**config.mk**
```make
export PLATFORM = sky130hd
export DESIGN_NAME = pin_edge_event
export DESIGN_NICKNAME = d
export VERILOG_FILES = /design/src/rtl/pes_pkg.sv /design/src/rtl/pes_sync.sv /design/src/rtl/pes_warmup.sv /design/src/rtl/pes_edge_detect.sv /design/src/rtl/pin_edge_event.sv
export SDC_FILE = /design/constraint.sdc
export NUM_CORES = 1
export LEC_CHECK = 0
export CORE_MARGIN = 10
export CORE_UTILIZATION = 48
export CTS_BUF_LIST = sky130_fd_sc_hd__clkbuf_8 sky130_fd_sc_hd__clkbuf_16
export DETAILED_ROUTE_END_ITERATION = 12
export GPL_TIMING_DRIVEN = 0
export PLACE_DENSITY = 0.8
export SETUP_SLACK_MARGIN = 0.15
export SLEW_MARGIN = 20
export SYNTH_ARGS = -nofsm -noshare
export SYNTH_HDL_FRONTEND = slang
export SYNTH_SLANG_ARGS = --single-unit
```
**constraint.sdc**
```tcl
create_clock -name clk -period 1.4 [get_ports clk]
set_clock_uncertainty 0.2 [all_clocks]
set_input_delay 0.28 -clock clk [delete_from_list [all_inputs] [get_ports clk]]
set_output_delay 0.28 -clock clk [all_outputs]
set_load 0.02 [all_outputs]
```
**src/rtl/pes_pkg.sv**
```systemverilog
package pes_pkg;

    // Minimum depth of the metastability chain.
    localparam int MIN_SYNC_STAGES = 2;

    // Per-pin mode; encoding is {rise_enable, fall_enable}.
    typedef enum logic [1:0] {
        EDGE_OFF  = 2'b00,
        EDGE_FALL = 2'b01,
        EDGE_RISE = 2'b10,
        EDGE_BOTH = 2'b11
    } edge_mode_e;

    // Synchronized level and its one-cycle-older copy.
    typedef struct packed {
        logic cur;
        logic prev;
    } lvl_pair_t;

    function automatic edge_mode_e mode_of(input logic rise, input logic fall);
        edge_mode_e m;
        unique case ({rise, fall})
            2'b00:   m = EDGE_OFF;
            2'b01:   m = EDGE_FALL;
            2'b10:   m = EDGE_RISE;
            default: m = EDGE_BOTH;
        endcase
        return m;
    endfunction

    function automatic logic is_rise(input lvl_pair_t l);
        return l.cur & ~l.prev;
    endfunction

    function automatic logic is_fall(input lvl_pair_t l);
        return ~l.cur & l.prev;
    endfunction

    // True when the level pair holds an edge that the mode selects.
    function automatic logic edge_hit(input edge_mode_e m, input lvl_pair_t l);
        logic hit;
        unique case (m)
            EDGE_OFF:  hit = 1'b0;
            EDGE_FALL: hit = is_fall(l);
            EDGE_RISE: hit = is_rise(l);
            default:   hit = is_rise(l) | is_fall(l);
        endcase
        return hit;
    endfunction

endpackage

```
**src/rtl/pes_sync.sv**
```systemverilog
module pes_sync #(
    parameter int WIDTH  = 16,
    parameter int STAGES = 2
) (
    input  logic             clk,
    input  logic             rst,
    input  logic [WIDTH-1:0] async_in,
    output logic [WIDTH-1:0] sync_out
);
    import pes_pkg::*;

    localparam int DEPTH = (STAGES < MIN_SYNC_STAGES) ? MIN_SYNC_STAGES : STAGES;

    logic [DEPTH-1:0][WIDTH-1:0] chain_q;

    generate
        for (genvar s = 0; s < DEPTH; s++) begin : g_stage
            if (s == 0) begin : g_first
                always_ff @(posedge clk) begin
                    if (rst) chain_q[s] <= '0;
                    else     chain_q[s] <= async_in;
                end
            end else begin : g_next
                always_ff @(posedge clk) begin
                    if (rst) chain_q[s] <= '0;
                    else     chain_q[s] <= chain_q[s-1];
                end
            end
        end
    endgenerate

    assign sync_out = chain_q[DEPTH-1];

endmodule

```
**src/rtl/pes_warmup.sv**
```systemverilog
module pes_warmup #(
    parameter int HOLD = 3
) (
    input  logic clk,
    input  logic rst,
    output logic ready
);
    localparam int CW = $clog2(HOLD + 1);
    localparam logic [CW-1:0] LIMIT = CW'(HOLD);

    logic [CW-1:0] cnt_q;

    always_ff @(posedge clk) begin
        if (rst)                cnt_q <= '0;
        else if (cnt_q < LIMIT) cnt_q <= cnt_q + 1'b1;
    end

    assign ready = (cnt_q == LIMIT);

endmodule

```
**src/rtl/pes_edge_detect.sv**
```systemverilog
module pes_edge_detect #(
    parameter int WIDTH = 16
) (
    input  logic             clk,
    input  logic             rst,
    input  logic [WIDTH-1:0] sync_lvl,
    input  logic [WIDTH-1:0] rise_en,
    input  logic [WIDTH-1:0] fall_en,
    input  logic             fire_ok,
    output logic [WIDTH-1:0] hist_lvl,
    output logic [WIDTH-1:0] evt
);
    import pes_pkg::*;

    generate
        for (genvar i = 0; i < WIDTH; i++) begin : g_pin
            lvl_pair_t  pair;
            edge_mode_e mode;
            logic       hist_q;
            logic       evt_q;

            assign pair.cur  = sync_lvl[i];
            assign pair.prev = hist_q;
            assign mode      = mode_of(rise_en[i], fall_en[i]);

            // History always tracks the level so that no stale edge survives.
            always_ff @(posedge clk) begin
                if (rst) hist_q <= 1'b0;
                else     hist_q <= sync_lvl[i];
            end

            // Qualified edge registered into a one-cycle pulse; a blocked edge is lost.
            always_ff @(posedge clk) begin
                if (rst) evt_q <= 1'b0;
                else     evt_q <= fire_ok & edge_hit(mode, pair);
            end

            assign hist_lvl[i] = hist_q;
            assign evt[i]      = evt_q;
        end
    endgenerate

endmodule

```
**src/rtl/pin_edge_event.sv**
```systemverilog
module pin_edge_event #(
    parameter int PIN_COUNT   = 16,
    parameter int SYNC_STAGES = 2
) (
    input  logic                 clk,
    input  logic                 rst,
    input  logic [PIN_COUNT-1:0] pin_level,
    input  logic [PIN_COUNT-1:0] rise_en,
    input  logic [PIN_COUNT-1:0] fall_en,
    input  logic                 bank_en,
    output logic [PIN_COUNT-1:0] evt_pulse
);
    import pes_pkg::*;

    localparam int DEPTH = (SYNC_STAGES < MIN_SYNC_STAGES) ? MIN_SYNC_STAGES : SYNC_STAGES;
    localparam int WARM  = DEPTH + 1;

    logic [PIN_COUNT-1:0] sync_lvl;
    logic [PIN_COUNT-1:0] hist_lvl;
    logic                 warm_ready;
    logic                 fire_ok;

    pes_sync #(
        .WIDTH  (PIN_COUNT),
        .STAGES (DEPTH)
    ) sync_i (
        .clk      (clk),
        .rst      (rst),
        .async_in (pin_level),
        .sync_out (sync_lvl)
    );

    pes_warmup #(
        .HOLD (WARM)
    ) warm_i (
        .clk   (clk),
        .rst   (rst),
        .ready (warm_ready)
    );

    assign fire_ok = bank_en & warm_ready;

    pes_edge_detect #(
        .WIDTH (PIN_COUNT)
    ) det_i (
        .clk      (clk),
        .rst      (rst),
        .sync_lvl (sync_lvl),
        .rise_en  (rise_en),
        .fall_en  (fall_en),
        .fire_ok  (fire_ok),
        .hist_lvl (hist_lvl),
        .evt      (evt_pulse)
    );

endmodule

```
==> qor.csv, run 1 <==
metric,value,unit
GP Congestion,0.719,
core area,5540,sq um
Core Rows,27,
first-pass GRT wire length,8860,microns
initial antenna violation count,0,
status,completed,
io pins,67,
worst slew pin tran,0.262,ns
leakage power,1.64,nW
Hold Path Class,flip-flop to flip-flop,
Starting Density,49.5,%
CTS tree,done,
mapped cell area,2740,sq um
CTS Root Buffer Type,clkbuf_8,
Slew HR,82.4,%
R2R cell count,4,
Routed WL,5590,microns
die footprint,9140,sq um
critical path class,flip-flop to primary output,
setup TNS,0,ns
final worst-path cycle share,97.1,%
clock sinks,66,
Worst VDD drop,709,uV
share of cells above drive strength 1,29.2,%
most frequent cells in the layout,"clkdlybuf4s50_1, dfxtp_1, inv_1, nor2b_1, ha_1",
vias in the first global route,1999,
DRC,0,
achievable frequency,736,MHz
pwr dens,971,nW/um^2
# diodes,0,
aggregate global routing overflow,0,
TritonCTS Buffers,9,
total chip power,3.81,mW
synth warn,0,
htree depth,3,
Post-Syn Nets,354,
Fill cells,420,
CP arrival,0.88,ns
Die Y,95.6,microns
synthesized instance count,270,
number of library cell types mapped by synthesis,17,
Setup Slack @ Placement,-0.262,ns
worst r2r dst,det_i.g_pin[8].evt_q,
Layout area overhead,42.9,%
I/O Buffers,66,
minimum clock period,1.36,ns
post-DR vias/cell,4.61,
vias post-DR,1985,
Slew Limit Fails,0,
DP HPWL,3950,microns
RSZ-0062 raised after global routing,yes,
Worst setup SP type,flip-flop,
final hold vios,0,
Worst Slack Setup Final,0.0410,ns
CP Max Fanout,1,
Seq cells post-synth,66,
Reg2Reg Setup Slack,0.11,ns
starting DRC count in detailed routing,28,
Total GRT Usage,12.7,%
Post-DRT Antenna Nets,0,
max-cap violation count,0,
Crit Reg-Reg Startpoint,warm_i.cnt_q[1],
Die Width,95.6,microns
CP Data Required Time,0.92,ns
wire per inst,13.0,microns
"CTS clk-pin slew, worst paths",0.07,ns
largest net degree at the start of global routing,11,
"most common cell after layout, fill and taps aside",clkdlybuf4s50_1,
Clock Tree Buf Depth,2,
CP startpoint,det_i.g_pin[5].evt_q,
sequential area share after synthesis,48.2,%
crit path to,evt_pulse[5],
Worst-Skew Late Latency,0.34,ns
endpoint class of the critical path,primary output,
Initial DRT Pass Iterations,4,
syn_area_per_cell,10.2,sq um
Setup-failing EPs final,0,
Nets,439,
power breakdown:
part	leakage, nW	total [mW]	switching [mW]	internal, mW
Sequential	0.549	2.00	0.0397	1.96
Combinational	0.990	0.434	0.171	0.263
Clock	0.0961	1.38	0.663	0.713
area by class of cell:
class                   count  area (sq um)  area share, %
clock buffers              11           151           3.86
repair buffers             74           764           19.5
inverters                  35           131           3.35
plain buffers              22           188           4.79
well taps                  72          90.1           2.30
clock inverters             4          18.8          0.479
flip-flops and latches     66          1350           34.4
multi-input cells         147          1230           31.3
worst min-delay path by stage:
stage                       start                     to  cells after the start  slack [ns]
3_5_place_dp   sync_i.chain_q[15]    sync_i.sync_out[15]                      1        0.22
2_1_floorplan         rise_en[10]  det_i.g_pin[10].evt_q                      1        0.18
4_1_cts        sync_i.chain_q[15]    sync_i.sync_out[15]                      1        0.23
6_report       sync_i.chain_q[15]    sync_i.sync_out[15]                      1        0.23
5_1_grt        sync_i.chain_q[13]    sync_i.sync_out[13]                      1        0.26
3_3_place_gp    sync_i.chain_q[6]     sync_i.sync_out[6]                      1        0.22
per-stage QoR:
step | hold WS, ns | instances | util, % | cell area [sq um]
6_report | 0.233 | 431 | 70.7 | 3920
3_3_place_gp | 0.216 | 408 | 63.1 | 3490
3_5_place_dp | 0.220 | 408 | 63.1 | 3490
2_1_floorplan | 0.175 | 270 | - | 2740
4_1_cts | 0.235 | 424 | 67.3 | 3730
5_1_grt | 0.258 | 431 | 70.7 | 3920
routing by layer:
metal  part of all wire (%)  GRT usage [%]
met5                      0              0
met4                    3.2           8.97
met3                    5.3           2.99
met2                     50           22.1
met1                     42           13.2
cells by family (layout without fill, tap and decap cells):
| group | count (synthesis) | after routing | synth area share, % |
|---|---|---|---|
| buf+inv | 57 | 146 | 10.5 |
| xor+xnor | 1 | 1 | 0.319 |
| fa+ha+maj | 33 | 33 | 15.1 |
| mux | 4 | 4 | 1.46 |
| simple gates | 77 | 77 | 15.8 |
| flops | 66 | 66 | 48.2 |
| compound gates | 32 | 32 | 8.67 |
synthesized netlist by cell type (all sizes together):
master  number  area [sq um]
buf         22           156
nand2       13          48.8
a211oi       3          22.5
nor2        18          67.6
mux2i        4          40.0
nand3b      14           118
nor2b       32           200
xor2         1          8.76
ha          33           413
inv         35           131
o211ai      13          97.6
dfxtp       66          1320
a21oi       16           118
repair_timing:
item	4_1_cts	5_1_grt
endpoints found under the setup margin	29	32
gates resized for setup	109	36
pin swaps	2	13
cloned	0	1
setup buffers	1	6
hold buffers	0	0
sequential cells by signal, indices dropped and copies added, names as in the netlist:
| signal | flops |
|---|---|
| det_i.g_pin.evt_q | 16 |
| sync_i.sync_out | 16 |
| warm_i.cnt_q | 2 |
| sync_i.chain_q | 16 |
| det_i.g_pin.hist_q | 16 |
worst max-delay path, stage by stage, from the launching register on:
cell and delay, ns:
dfxtp_1 0.30, buf_4 0.12, buf_6 0.12
No activity file was read; power rests on OpenSTA's default activity.
==> run 2, diff against run 1 <==
Settings changed: CTS_BUF_LIST sky130_fd_sc_hd__clkbuf_8 sky130_fd_sc_hd__clkbuf_16 to unset, SKIP_CTS_REPAIR_TIMING set to 1.
==> run 2 against run 1 <==
Net effect:
- non-clock buffer count unchanged
- sequential power hardly changed
- register-to-register slack gained 0.03 ns
- final cell count is the same
- count of clock-buffer cells in the layout rose by 1
- clock power barely moved
- maximum frequency about the same
- sequential share of layout area up 0.069 points
- first-iteration DRC count up 29%
- global-route usage is 0.22 points lower
- wire length decreased by 1.1%
- power rose by 0.37%
- largest cell class unchanged
- largest power group unchanged
- highest routed layer unchanged
==> qor.csv, run 2 (synthesized netlist as in run 1, its figures left out) <==
metric,value,unit,change
status,completed,,unchanged
CTS tree,done,,unchanged
CP Max Fanout,1,,unchanged
I/O Buffers,66,,unchanged
CTS Root Buffer Type,clkbuf_8,,unchanged
Setup-failing EPs final,0,,unchanged
wire per inst,12.8,microns,was 13.0 microns
Combinational Power Share,11.5,%,was 11.4%
Worst-Skew Late Latency,0.33,ns,was 0.34 ns
Clock Tree Buf Depth,2,,unchanged
Die Width,95.6,microns,unchanged
clock sinks,66,,unchanged
CP startpoint,det_i.g_pin[5].evt_q,,unchanged
Initial DRT Pass Iterations,4,,unchanged
Nets,439,,unchanged
GP Congestion,0.719,,unchanged
CP Cell Sequence,buf_4 > buf_6,,unchanged
part of the power in registers,52.2,%,was 52.4%
"most common cell after layout, fill and taps aside",dfxtp_1,,was clkdlybuf4s50_1
first-pass GRT wire length,8720,microns,was 8860 microns
Final Util,70.4,%,was 70.7%
Post-DRT Antenna Nets,0,,unchanged
"CTS clk-pin slew, worst paths",0.07,ns,about the same
# diodes,0,,unchanged
Layout area overhead,42.2,%,was 42.9%
worst slew pin tran,0.247,ns,was 0.262 ns
clock share of power,36.3,%,was 36.2%
Slew HR,83.6,%,was 82.4%
leakage power,1.63,nW,was 1.64 nW
Starting Density,49.5,%,unchanged
Setup Slack @ Placement,-0.262,ns,unchanged
Net Sw Frac,22.9,%,was 23.0%
Crit Reg-Reg Startpoint,warm_i.cnt_q[0],,was warm_i.cnt_q[1]
final hold vios,0,,unchanged
achievable frequency,736,MHz,about the same
RSZ-0062 raised after global routing,yes,,unchanged
post-DR vias/cell,4.61,,about the same
Worst VDD drop,709,uV,about the same
Core Rows,27,,unchanged
largest net degree at the start of global routing,11,,unchanged
starting DRC count in detailed routing,36,,was 28
pwr dens,980,nW/um^2,was 971 nW/um^2
share of cells above drive strength 1,28.4,%,was 29.2%
total chip power,3.82,mW,was 3.81 mW
Worst setup SP type,flip-flop,,unchanged
WL met1,2300,microns,was 2320 microns
Non-Filler Instances,431,,unchanged
die footprint,9140,sq um,unchanged
highest-delay cell along the critical path,dfxtp_1,,unchanged
Slew Limit Fails,0,,unchanged
Die Y,95.6,microns,unchanged
total placed cells including tap cells,408,,unchanged
metal3 WL,301,microns,was 294 microns
critical path class,flip-flop to primary output,,unchanged
final instance area,3900,sq um,was 3920 sq um
met2 WL,2740,microns,was 2790 microns
Worst Slack Setup Final,0.0406,ns,was 0.0410 ns
Fill cells,433,,was 420
initial antenna violation count,0,,unchanged
vias post-DR,1989,,was 1985
DP HPWL,3950,microns,unchanged
CP Data Required Time,0.92,ns,about the same
most frequent cells in the layout,"dfxtp_1, clkdlybuf4s50_1, nor2b_1, inv_1, ha_1",,"was clkdlybuf4s50_1, dfxtp_1, inv_1, nor2b_1, ha_1"
Routed WL,5520,microns,was 5590 microns
vias in the first global route,1974,,was 1999
DRC,0,,unchanged
core area,5540,sq um,unchanged
max-cap violation count,0,,unchanged
max incr delay on CP,0.30,ns,about the same
aggregate global routing overflow,0,,unchanged
endpoint class of the critical path,primary output,,unchanged
htree depth,3,,unchanged
io pins,67,,unchanged
final worst-path cycle share,97.1,%,about the same
CP arrival,0.88,ns,about the same
Hold Path Class,flip-flop to flip-flop,,unchanged
minimum clock period,1.36,ns,about the same
DP Area,3490,sq um,unchanged
NetSw,876,uW,was 874 uW
max layer used,met4,,unchanged
TritonCTS Buffers,9,,unchanged
internal power,2.94,mW,was 2.93 mW
HP Start,sync_i.chain_q[15],,unchanged
Total GRT Usage,12.5,%,was 12.7%
run 2: area by class of cell:
type	count	area (sq um)	share of cell area, %
multi-input combinational	147	1230	31.4
sequential	66	1340	34.5
clock buffer	12	155	3.98
inverter	35	131	3.37
clock inverter	3	15.0	0.385
timing repair buffer	74	751	19.2
buffer	22	188	4.81
tap	72	90.1	2.31
run 2: final timing paths:
kind | to | slack, ns | depth (start not counted)
worst min register to register | sync_i.sync_out[15] | 0.23 | 1
worst max-delay path | evt_pulse[5] | 0.04 | 2
worst min-delay path | sync_i.sync_out[15] | 0.23 | 1
worst max register to register | det_i.g_pin[8].evt_q | 0.14 | 4
run 2: power groups by stage:
stage                     clock network (mW)  logic, mW  registers (mW)
after CTS                               1.42      0.391            1.98
after global routing                    1.52      0.492            2.00
after floorplan                            0      0.184            2.01
after global placement                     0      0.371            2.02
final                                   1.39      0.439            1.99
after detailed placement                   0      0.384            2.02
run 2: layer usage:
layer  track usage (%)  vias to the layer above
li1                  -                     1010
met1              12.9                      906
met2              21.7                       56
met3              2.99                       17
met4              8.85                        0
met5                 0                        -
run 2: through the flow:
step	setup TNS (ns)	hold slack, ns
after floorplan	0	0.175
after global placement	-6.55	0.216
after detailed placement	-9.48	0.220
after CTS	-6.89	0.235
after global routing	0	0.258
final	0	0.233
run 2: critical path: cells and delay by family, from the launching register on:
| kind | cells | cell delay (ns) |
|---|---|---|
| flip-flops | 1 | 0.30 |
| buffers and inverters | 2 | 0.24 |
